File: src/rtl/tmr_cc_pkg.sv
package tmr_cc_pkg;

   typedef enum logic {
      DIR_OUT = 1'b0,
      DIR_IN  = 1'b1
   } ch_dir_e;

   typedef struct packed {
      logic ld_capture;
      logic ld_direct;
      logic ld_transfer;
   } live_ctl_t;

endpackage

File: src/rtl/tmr_cc_ctl.sv
module tmr_cc_ctl
   import tmr_cc_pkg::*;
(
   input  ch_dir_e   dir,
   input  logic      preload_en,
   input  logic      wr_en,
   input  logic      update_evt,
   input  logic      capture_stb,
   output logic      hold_we,
   output live_ctl_t live_ctl
);

   logic is_out;

   always_comb begin
      is_out               = (dir == DIR_OUT);
      hold_we              = is_out & wr_en;
      live_ctl.ld_capture  = ~is_out & capture_stb;
      live_ctl.ld_direct   = is_out & wr_en & ~preload_en;
      live_ctl.ld_transfer = is_out & update_evt & preload_en;
   end

endmodule

File: src/rtl/tmr_cc_store.sv
module tmr_cc_store
   import tmr_cc_pkg::*;
#(
   parameter int unsigned W       = 16,
   parameter logic [W-1:0] RST_VAL = '0
) (
   input  logic         clk,
   input  logic         rst_n,
   input  logic         hold_we,
   input  live_ctl_t    live_ctl,
   input  logic [W-1:0] wr_data,
   input  logic [W-1:0] counter,
   output logic [W-1:0] hold_q,
   output logic [W-1:0] live_q
);

   logic [W-1:0] live_d;

   always_comb begin
      live_d = live_q;
      if (live_ctl.ld_capture)
         live_d = counter;
      else if (live_ctl.ld_direct)
         live_d = wr_data;
      else if (live_ctl.ld_transfer)
         live_d = hold_q;
   end

   always_ff @(posedge clk or negedge rst_n) begin
      if (!rst_n) begin
         hold_q <= RST_VAL;
         live_q <= RST_VAL;
      end else begin
         if (hold_we)
            hold_q <= wr_data;
         live_q <= live_d;
      end
   end

endmodule

File: src/rtl/tmr_cc_cmp.sv
module tmr_cc_cmp #(
   parameter int unsigned W          = 16,
   parameter bit          PIN_TOGGLE = 1'b1
) (
   input  logic         clk,
   input  logic         rst_n,
   input  logic         cmp_en,
   input  logic [W-1:0] counter,
   input  logic [W-1:0] live_q,
   output logic         match_q,
   output logic         pin_q
);

   logic hit;

   always_comb hit = cmp_en & (counter == live_q);

   always_ff @(posedge clk or negedge rst_n) begin
      if (!rst_n)
         match_q <= 1'b0;
      else
         match_q <= hit;
   end

   generate
      if (PIN_TOGGLE) begin : g_pin_toggle
         always_ff @(posedge clk or negedge rst_n) begin
            if (!rst_n)
               pin_q <= 1'b0;
            else if (hit)
               pin_q <= ~pin_q;
         end
      end else begin : g_pin_pulse
         always_ff @(posedge clk or negedge rst_n) begin
            if (!rst_n)
               pin_q <= 1'b0;
            else
               pin_q <= hit;
         end
      end
   endgenerate

endmodule

File: src/rtl/tmr_cc_channel.sv
module tmr_cc_channel
   import tmr_cc_pkg::*;
#(
   parameter int unsigned CNT_W      = 16,
   parameter bit          PIN_TOGGLE = 1'b1
) (
   input  logic             clk,
   input  logic             rst_n,
   input  logic             dir_in,
   input  logic             preload_en,
   input  logic             wr_en,
   input  logic [CNT_W-1:0] wr_data,
   output logic [CNT_W-1:0] rd_data,
   input  logic [CNT_W-1:0] counter,
   input  logic             update_evt,
   input  logic             capture_stb,
   output logic             cmp_match,
   output logic             cmp_pin
);

   localparam logic [CNT_W-1:0] RST_VAL = '0;

   generate
      if (CNT_W < 2 || CNT_W > 32) begin : g_bad_width
         $error("tmr_cc_channel: CNT_W must lie in 2..32");
      end
   endgenerate

   ch_dir_e      dir;
   logic         hold_we;
   live_ctl_t    live_ctl;
   logic [CNT_W-1:0] hold_q;
   logic [CNT_W-1:0] live_q;

   always_comb dir = dir_in ? DIR_IN : DIR_OUT;

   tmr_cc_ctl u_ctl (
      .dir         (dir),
      .preload_en  (preload_en),
      .wr_en       (wr_en),
      .update_evt  (update_evt),
      .capture_stb (capture_stb),
      .hold_we     (hold_we),
      .live_ctl    (live_ctl)
   );

   tmr_cc_store #(
      .W       (CNT_W),
      .RST_VAL (RST_VAL)
   ) u_store (
      .clk      (clk),
      .rst_n    (rst_n),
      .hold_we  (hold_we),
      .live_ctl (live_ctl),
      .wr_data  (wr_data),
      .counter  (counter),
      .hold_q   (hold_q),
      .live_q   (live_q)
   );

   tmr_cc_cmp #(
      .W          (CNT_W),
      .PIN_TOGGLE (PIN_TOGGLE)
   ) u_cmp (
      .clk     (clk),
      .rst_n   (rst_n),
      .cmp_en  (dir == DIR_OUT),
      .counter (counter),
      .live_q  (live_q),
      .match_q (cmp_match),
      .pin_q   (cmp_pin)
   );

   always_comb rd_data = (dir == DIR_IN) ? live_q : hold_q;

endmodule

File: config.mk
export PLATFORM = sky130hd
export DESIGN_NAME = tmr_cc_channel
export DESIGN_NICKNAME = d
export VERILOG_FILES = /design/src/rtl/tmr_cc_pkg.sv /design/src/rtl/tmr_cc_ctl.sv /design/src/rtl/tmr_cc_store.sv /design/src/rtl/tmr_cc_cmp.sv /design/src/rtl/tmr_cc_channel.sv
export SDC_FILE = /design/constraint.sdc
export NUM_CORES = 1
export LEC_CHECK = 0
export ABC_AREA = 1
export BUFFER_PORTS_ARGS = -buffer_cell sky130_fd_sc_hd__buf_4
export CORE_MARGIN = 3
export CORE_UTILIZATION = 47
export DETAILED_ROUTE_END_ITERATION = 16
export GPL_TIMING_DRIVEN = 0
export HOLD_SLACK_MARGIN = 0.1
export PLACE_DENSITY = 0.76
export REMOVE_ABC_BUFFERS = 1
export SETUP_SLACK_MARGIN = 0.4
export SLEW_MARGIN = 20
export SYNTH_ARGS = -nofsm -noshare
export SYNTH_HDL_FRONTEND = slang
export SYNTH_SLANG_ARGS = --single-unit
File: constraint.sdc
create_clock -name clk -period 1.1 [get_ports clk]
set_input_delay 0.11 -clock clk [delete_from_list [all_inputs] [get_ports clk]]
set_output_delay 0.11 -clock clk [all_outputs]
set_load 0.01 [all_outputs]
### Yosys cells after proc, flatten, opt, wreduce, memory -nomap -nowiden

Cells that the tools add are included.

| word-level totals | value |
|---|---|
| word-level logic and storage cells | 20 |
| output and inout port bits | 18 |
| bits of input ports | 39 |
| register bits after elaboration | 34 |

| cells by class | value |
|---|---|
| bitwise operators | 9 |
| multiplexer cells | 5 |
| eq/ne operators | 1 |
| reduce and logical (&&, ||, !) cells | 1 |

Operators with widths:

| kind | number |
|---|---|
| $mux 16 | 4 |
| $eq 16x16->1 | 1 |
| $and 1x1->1 | 6 |
| $not 1->1 | 3 |
| $reduce_bool 3->1 | 1 |
| $mux 1 | 1 |

### Depth between registers and ports, before layout

Gate-level depths: netlist of the first run.

| depth | value |
|---|---|
| depth in word-level cells | 7 |
| gate-level depth with buffers | 9 |
| mapped depth without buffers | 9 |

### Cells and area by module

Synthesis of the first run repeated with hierarchy kept, for this count alone.

| second synthesis, totals | value |
|---|---|
| cells, all modules | 344 |
| area total of the unflattened synthesis | 2349.8 um^2 |

By module, submodules not included:

| module | cells each | seq. area each (um^2) | instances | area an instance (um^2) |
|---|---|---|---|---|
| tmr_cc_store | 175 | 800.8 | 1 | 1595.3 |
| tmr_cc_cmp | 109 | 50.0 | 1 | 480.5 |
| tmr_cc_channel | 52 | 0.0 | 1 | 239.0 |
| tmr_cc_ctl | 8 | 0.0 | 1 | 35.0 |

### Least setup slack after synthesis of the first run

OpenSTA, ideal clock, no wires.

| timing path | value |
|---|---|
| path type | register -> register |
| start point | register u_store.live_q[15] |
| end point | register u_cmp.pin_q |
| setup time | 117 ps |
| arrival time | 919 ps |
| stages on the path, launching flop included | 9 |
| setup slack | 64 ps |
| path buffers | 0 |
| data required time | 983 ps |
| period minus slack after synthesis | 1036 ps |
| path through | dfrtp_1 > inv_1 > nor2_1 > nor2_1 > nand3_1 > nor2_1 > nand3_1 > nand2_1 > nand2_1 |

| between the ends | value |
|---|---|
| word-level cells in the longest chain between the ends | 2 |

RTL lines:

| what | RTL line | RTL |
|---|---|---|
| start, declared | tmr_cc_store.sv:14 | `output logic [W-1:0] live_q` |
| start signal, assigned | tmr_cc_store.sv:36 | `live_q <= live_d;` |
| $eq 16x16->1 | tmr_cc_cmp.sv:16 | `always_comb hit = cmp_en & (counter == live_q);` |
| $and 1x1->1 | tmr_cc_cmp.sv:16 |  |
| end signal, assigned | tmr_cc_cmp.sv:31 | `pin_q <= ~pin_q;` |
| end, declared | tmr_cc_cmp.sv:11 | `output logic pin_q` |

Every way passes these cells.
A chain may end at the register's enable or synchronous reset.

### Worst setup path after layout of the first run

| timing path | value |
|---|---|
| start point | register u_store.live_q[7] |
| end point | register u_cmp.pin_q |

Same word-level chain as after synthesis.

==> flow_metrics.py, run 1 <==
metrics = {
    "sta": {
        "finalSetupViolCount": 6,
        "period_needed_ns": 1.314,
        "report.final.slew_viol_count": 0,
        "worst_pin_slew_ns": 0.3257,
        "final_hold_viol_count": 0,
        "relSlewSlack": 0.7829,
        "whs_ns": 0.09125,
        "finalWorstSetupSlack_ns": -0.2140,
        "finalCritPeriodShare": 1.195,
        "rsz0062_at_grt": "true",
        "fmax_ghz": 0.7610,
        "skew_ns": 0.002865,
    },
    "min_path": {
        "min_path_type": "in -> reg",
    },
    "finish": {
        "layout.nets": 405,
        "mostFrequentLayoutCell": "nand2_1",
        "final_cell_mix": "nand2_1, buf_4, dfrtp_1",
        "fin_util": 0.7999,
        "drive_gt1_frac": 0.4768,
        "fin_cells": 417,
        "antenna_cells": 0,
        "syn2layout_area_growth_pct": 62.43,
    },
    "power": {
        "p_int_mw": 2.718,
        "power.share.clock": 0.231,
        "ir_drop_uv": 955.1,
        "p_per_area_mw_per_mm2": 1277,
        "power_mw": 4.144,
        "cellLeakagePower_nw": 1.640,
        "p_sw_frac": 0.3439,
        "combPwrFrac": 0.381,
        "p_switching_mw": 1.425,
        "seq_power_share": 0.388,
    },
    "clock_network": {
        "clkTransAtPathRegs_ns": 0.07,
        "ctsRootBufferMaster": "clkbuf_8",
        "cts_buffers": 5,
        "cts_tree": "built",
        "htreeDepth": 2,
        "clock_latency_ns": 0.29,
        "cts_max_path_buffers": 2,
        "hold_buffers": 1,
        "clock-sinks": 34,
    },
    "placement": {
        "placedCellCount": 372,
        "port_buffers": 56,
        "place_ws_ns": -0.9827,
        "dp_hpwl_um": 3206,
        "routabilityCongestion": 0.7678,
    },
    "worst_setup_path": {
        "cpMaxStageDelayCell": "dfrtp_1",
        "cp.arrival_ns": 1.49,
        "rrSetupSlack_ns": -0.21,
        "crit_top_cell": "nand2_1",
        "critical_path_class": "reg -> reg",
        "end_kind": "flip-flop",
        "crit_path_max_fanout": 3,
        "critPathMaxStageDelay_ns": 0.42,
        "path_cells": "nand2_1 > nand2_1 > nor2_2 > nand2_1 > nor2_2 > nand3_2 > nand2_1 > nand2_1",
        "cp-start-kind": "flip-flop",
        "crit_required_ns": 1.28,
    },
    "detailed_routing": {
        "firstDrtPassIters": 4,
        "wl_per_cell_um": 17.12,
        "drc": 0,
        "antenna_left": 0,
        "viasPerCell": 5.602,
        "vias": 2336,
        "drtIter0Drc": 225,
        "wirelength_um": 7137,
    },
    "die": {
        "fp.dieW_um": 71.20,
        "start_util": 0.4924,
        "core_mm2": 0.004058,
        "die-height_um": 71.20,
        "row_count": 23,
        "fp.dieArea_mm2": 0.005069,
        "io_pins": 57,
    },
    "outcome": {
        "violations": "setup timing",
        "outcome": "finished with violations",
    },
    "job": {
        "maxCapViolations": 0,
    },
    "yosys": {
        "netlist_area_mm2": 0.001998,
        "synth-seq-cells": 34,
        "ys_types": 22,
        "avgSynthCellArea_um2": 7.111,
        "syn_inst": 281,
        "ys_warn_count": 0,
        "seq_area_frac_synth": 0.4258,
    },
    "grt": {
        "antenna_found_initial": 0,
        "grt_overflow": 0,
        "grt_pass1_wl_um": 10180,
        "grt_pass1_vias": 2106,
        "grt_max_degree": 35,
        "grt_usage": 0.2589,
    },
}
registers in the layout, summed over array words and instances, names as in the netlist:
signal / flops
u_store.live_q: 16
u_cmp.pin_q: 1
u_store.hold_q: 16
u_cmp.match_q: 1
per-layer routing:
| layer | part of all wire | vias to the layer above | track usage | wire length [um] |
|---|---|---|---|---|
| met5 | 0 | - | 0 | 0 |
| met1 | 0.38 | 1090 | 0.3535 | 2719 |
| li1 | - | 1101 | - | - |
| met2 | 0.50 | 123 | 0.4031 | 3567 |
| met4 | 0.027 | 0 | 0.1044 | 190 |
| met3 | 0.092 | 22 | 0.05114 | 660 |
synth_stat cells:
cell type,number,area share
buf_4,1,0.0038
nand3_2,1,0.0050
nand3b_4,1,0.010
o22ai_1,15,0.047
o211ai_1,1,0.0038
nand3_1,4,0.010
nor2_1,15,0.028
inv_1,39,0.073
xnor2_1,5,0.022
inv_2,1,0.0019
clkbuf_1,5,0.0094
nand4_1,2,0.0063
buf_1,1,0.0019
nand2_1,77,0.14
o21ai_0,27,0.068
a21oi_1,28,0.070
o21ai_1,11,0.028
nand2_2,1,0.0031
a31oi_1,4,0.013
dfrtp_1,34,0.43
buf_6,2,0.011
buf_2,6,0.015
per-stage QoR:
| step | setup TNS (ns) | cell area (um^2) |
|---|---|---|
| 2_1_floorplan | -4.672 | 1916 |
| 3_3_place_gp | -25.93 | 2399 |
| 3_5_place_dp | -27.11 | 2399 |
| 4_1_cts | -0.05330 | 2895 |
| 5_1_grt | -1.086 | 3246 |
| 6_report | -0.4253 | 3246 |
power groups by stage:
| stage | clock network, mW | logic (mW) | registers [mW] |
|---|---|---|---|
| after CTS | 0.982 | 1.25 | 1.58 |
| after global placement | 0 | 0.968 | 1.59 |
| after floorplan | 0 | 0.585 | 1.57 |
| after global routing | 1.03 | 1.71 | 1.63 |
| final | 0.958 | 1.58 | 1.61 |
| after detailed placement | 0 | 0.987 | 1.60 |
cells by family (layout without fill, tap and decap cells):
group / Yosys count / after routing / share of synthesized area
AOI/OAI and AO/OA: 86 / 86 / 0.2285
xor gates and xnor gates: 5 / 5 / 0.02192
buffers and inverters: 55 / 136 / 0.1165
DFF: 34 / 34 / 0.4258
and+or+nand+nor: 101 / 106 / 0.2073
path summary, 6_finish.rpt:
path | cells after the start | start | endpoint
hold reg to reg | 2 | u_store.hold_q[9] | u_store.hold_q[9]
min in group asynchronous | 2 | rst_n | u_store.hold_q[15]
setup / recovery | 8 | u_store.live_q[7] | u_cmp.pin_q
setup reg to reg | 8 | u_store.live_q[7] | u_cmp.pin_q
max in group asynchronous | 2 | rst_n | u_store.hold_q[9]
hold / removal | 3 | wr_data[2] | u_store.hold_q[2]
critical path: cells and delay by family (launching register included):
kind | cells | cell delay, ns
DFF | 1 | 0.42
and+or+nand+nor | 8 | 0.79
cell type report:
class,instances,area [um^2]
multi-input combinational,197,1280
sequential,34,850.8
timing repair buffer,86,780.7
tap,50,62.56
inverter,40,162.7
fill,262,812.0
clock inverter,1,5.005
timing repair inverter,2,17.52
clock buffer,7,86.33
repair_timing:
item,CTS,global route
endpoints found under the hold margin,38,1
gates cloned,6,2
pin swaps,24,26
setup buffers,12,16
gates resized for setup,75,63
setup endpoints to repair,52,78
Power figures use the tool's default switching activity.
==> run 2: changes to the inputs <==
- CORE_MARGIN: 3 -> 4
- SKIP_LAST_GASP: unset -> 1
==> run 2 against run 1 <==
The flow still finishes with violations (setup timing). Largest cell class unchanged. Sequential share of layout area is 0.27 points higher. Combinational power barely moved. Highest routed layer unchanged. Critical path type unchanged. Global-route usage decreased by 1.3 points. Final area down 1.0%. Non-clock buffer count fell by 2. Clock power increased by 4.1%. Critical endpoint unchanged. Critical path depth grew 1. Register-to-register slack hardly changed. Maximum frequency down 0.69%. Largest power group unchanged. Die area grew 5.7%.
==> flow_metrics.py, run 2 (synthesis results as in run 1) <==
metrics = {
    "grt": {
        "grt_pass1_wl_um": 9832,
        "grt_max_degree": 36,
        "grt_overflow": 0,
        "antenna_found_initial": 0,
        "grt_busiest_layer": "met2",
        "grtUsageMet2": 0.4250,
        "grt_pass1_vias": 2149,
        "grt_usage": 0.2457,
        "grt_util_met1": 0.2912,
        "use_met3": 0.04683,
    },
    "finish": {
        "layout.nets": 405,
        "fin_util": 0.7919,
        "multi_input_area_mm2": 0.001267,
        "final_cell_mix": "nand2_1, buf_4, dfrtp_1",
        "syn2layout_area_growth_pct": 60.80,
        "mostFrequentLayoutCell": "nand2_1",
        "drive_gt1_frac": 0.4278,
        "fin_cells": 417,
        "postLayoutCellArea_mm2": 0.003213,
        "register_area_um2": 850.8,
        "reg_top3": "u_store.hold_q x16, u_store.live_q x16",
        "fillers": 239,
        "antenna_cells": 0,
    },
    "detailed_routing": {
        "wl_per_cell_um": 18.33,
        "antenna_left": 0,
        "firstDrtPassIters": 5,
        "wirelength_um": 7642,
        "drc": 0,
        "vias": 2403,
        "drtIter0Drc": 295,
        "viasPerCell": 5.763,
    },
    "clock_network": {
        "clock-sinks": 34,
        "cts_tree": "built",
        "htreeDepth": 2,
        "cts_max_path_buffers": 2,
        "ctsRootBufferMaster": "clkbuf_8",
        "clock_latency_ns": 0.29,
        "cts_buffers": 5,
        "clkTransAtPathRegs_ns": 0.08,
    },
    "die": {
        "fp.dieW_um": 73.20,
        "row_count": 23,
        "io_pins": 57,
        "start_util": 0.4924,
        "fp.dieArea_mm2": 0.005358,
        "die-height_um": 73.20,
        "core_mm2": 0.004058,
    },
    "power": {
        "p_int_mw": 2.685,
        "power.share.clock": 0.240,
        "ir_drop_uv": 1085,
        "combPwrFrac": 0.374,
        "p_per_area_mw_per_mm2": 1293,
        "p_sw_frac": 0.3538,
        "seq_power_share": 0.386,
        "cellLeakagePower_nw": 1.645,
        "p_switching_mw": 1.470,
    },
    "job": {
        "maxCapViolations": 0,
    },
    "sta": {
        "finalWorstSetupSlack_ns": -0.2231,
        "relSlewSlack": 0.7777,
        "rsz0062_at_grt": "true",
        "skew_ns": 0.009040,
        "fmax_ghz": 0.7558,
        "finalCritPeriodShare": 1.203,
        "final_hold_viol_count": 0,
        "report.final.slew_viol_count": 0,
        "finalSetupViolCount": 8,
        "worst_pin_slew_ns": 0.3335,
        "period_needed_ns": 1.323,
        "finalSetupTns_ns": -0.4900,
    },
    "worst_setup_path": {
        "crit_required_ns": 1.29,
        "cp.arrival_ns": 1.51,
        "critical_path_class": "reg -> reg",
        "cp-start-kind": "flip-flop",
        "crit_path_max_fanout": 3,
        "end_kind": "flip-flop",
    },
    "placement": {
        "dp_hpwl_um": 3106,
        "placedCellCount": 372,
        "dpl_cell_area_mm2": 0.002399,
        "port_buffers": 56,
        "routabilityCongestion": 0.7451,
    },
    "outcome": {
        "outcome": "finished with violations",
        "violations": "setup timing",
    },
    "min_path": {
        "min_path_type": "in -> reg",
    },
}
## run 2: changes by cell type in the layout (fill, tap and decap cells not counted), sizes merged
| cell | delta |
|---|---|
| buf | -2 |
| clkbuf | -1 |
| clkinvlp | +1 |
| nand3 | +1 |
| nand3b | +1 |
## run 2: path summary, 6_finish.rpt
kind                                    startpoint  slack [ns]                end  depth (start not counted)
worst min-delay path                    wr_data[2]        0.08  u_store.hold_q[2]                          3
worst max-delay path            u_store.live_q[10]       -0.22        u_cmp.pin_q                          9
worst min register to register   u_store.hold_q[9]        0.51  u_store.hold_q[9]                          2
min in group asynchronous                    rst_n        0.27  u_store.hold_q[8]                          2
max in group asynchronous                    rst_n        0.56  u_store.hold_q[7]                          2
worst max register to register  u_store.live_q[10]       -0.22        u_cmp.pin_q                          9
## run 2: layout make-up
type,instances,share of cell area
inverters,40,0.05062
flip-flops and latches,34,0.2648
clock buffers,6,0.02570
multi-input cells,199,0.3945
repair buffers,84,0.2348
repair inverters,2,0.006231
well taps,50,0.01947
clock inverters,2,0.003894
## run 2: worst max-delay path, cell delays in order (launching register included)
cell,delay (ns)
dfrtp_1,0.39
inv_2,0.05
nand2_1,0.05
nand2_1,0.06
nor2_1,0.14
nand2_1,0.10
nor2_2,0.14
nand3_2,0.11
nand2_1,0.09
nand2_1,0.06
## run 2: timing repair
item / 4_1_cts / 5_1_grt
pin swaps: 19 / 16
endpoints found under the setup margin: 52 / 78
cloned: 8 / 2
setup buffers: 13 / 13
gates resized for setup: 56 / 57
hold endpoints to repair: 38 / 0
hold buffers: 1 / 0
## run 2: layer usage
| metal | vias to the layer above | wire [um] |
|---|---|---|
| met5 | - | 0 |
| met4 | 0 | 452 |
| met3 | 51 | 678 |
| met2 | 155 | 3744 |
| met1 | 1095 | 2767 |
| li1 | 1102 | - |
## run 2: stage by stage
| step | power, mW | hold WS, ns | setup WS, ns |
|---|---|---|---|
| final | 4.155 | 0.08311 | -0.2231 |
| after global routing | 4.348 | 0.09477 | -0.3353 |
| after CTS | 3.787 | 0.07703 | -0.06996 |
| after detailed placement | 2.576 | 0.08709 | -0.9499 |
| after global placement | 2.555 | 0.08612 | -0.9315 |
| after floorplan | 2.153 | -0.1856 | -0.2700 |
## run 2: power by group through the flow
stage | clock network, mW | registers [mW] | logic (mW)
4_1_cts | 0.987 | 1.57 | 1.23
5_1_grt | 1.05 | 1.62 | 1.67
3_3_place_gp | 0 | 1.59 | 0.968
2_1_floorplan | 0 | 1.57 | 0.585
6_report | 0.997 | 1.60 | 1.55
3_5_place_dp | 0 | 1.60 | 0.979
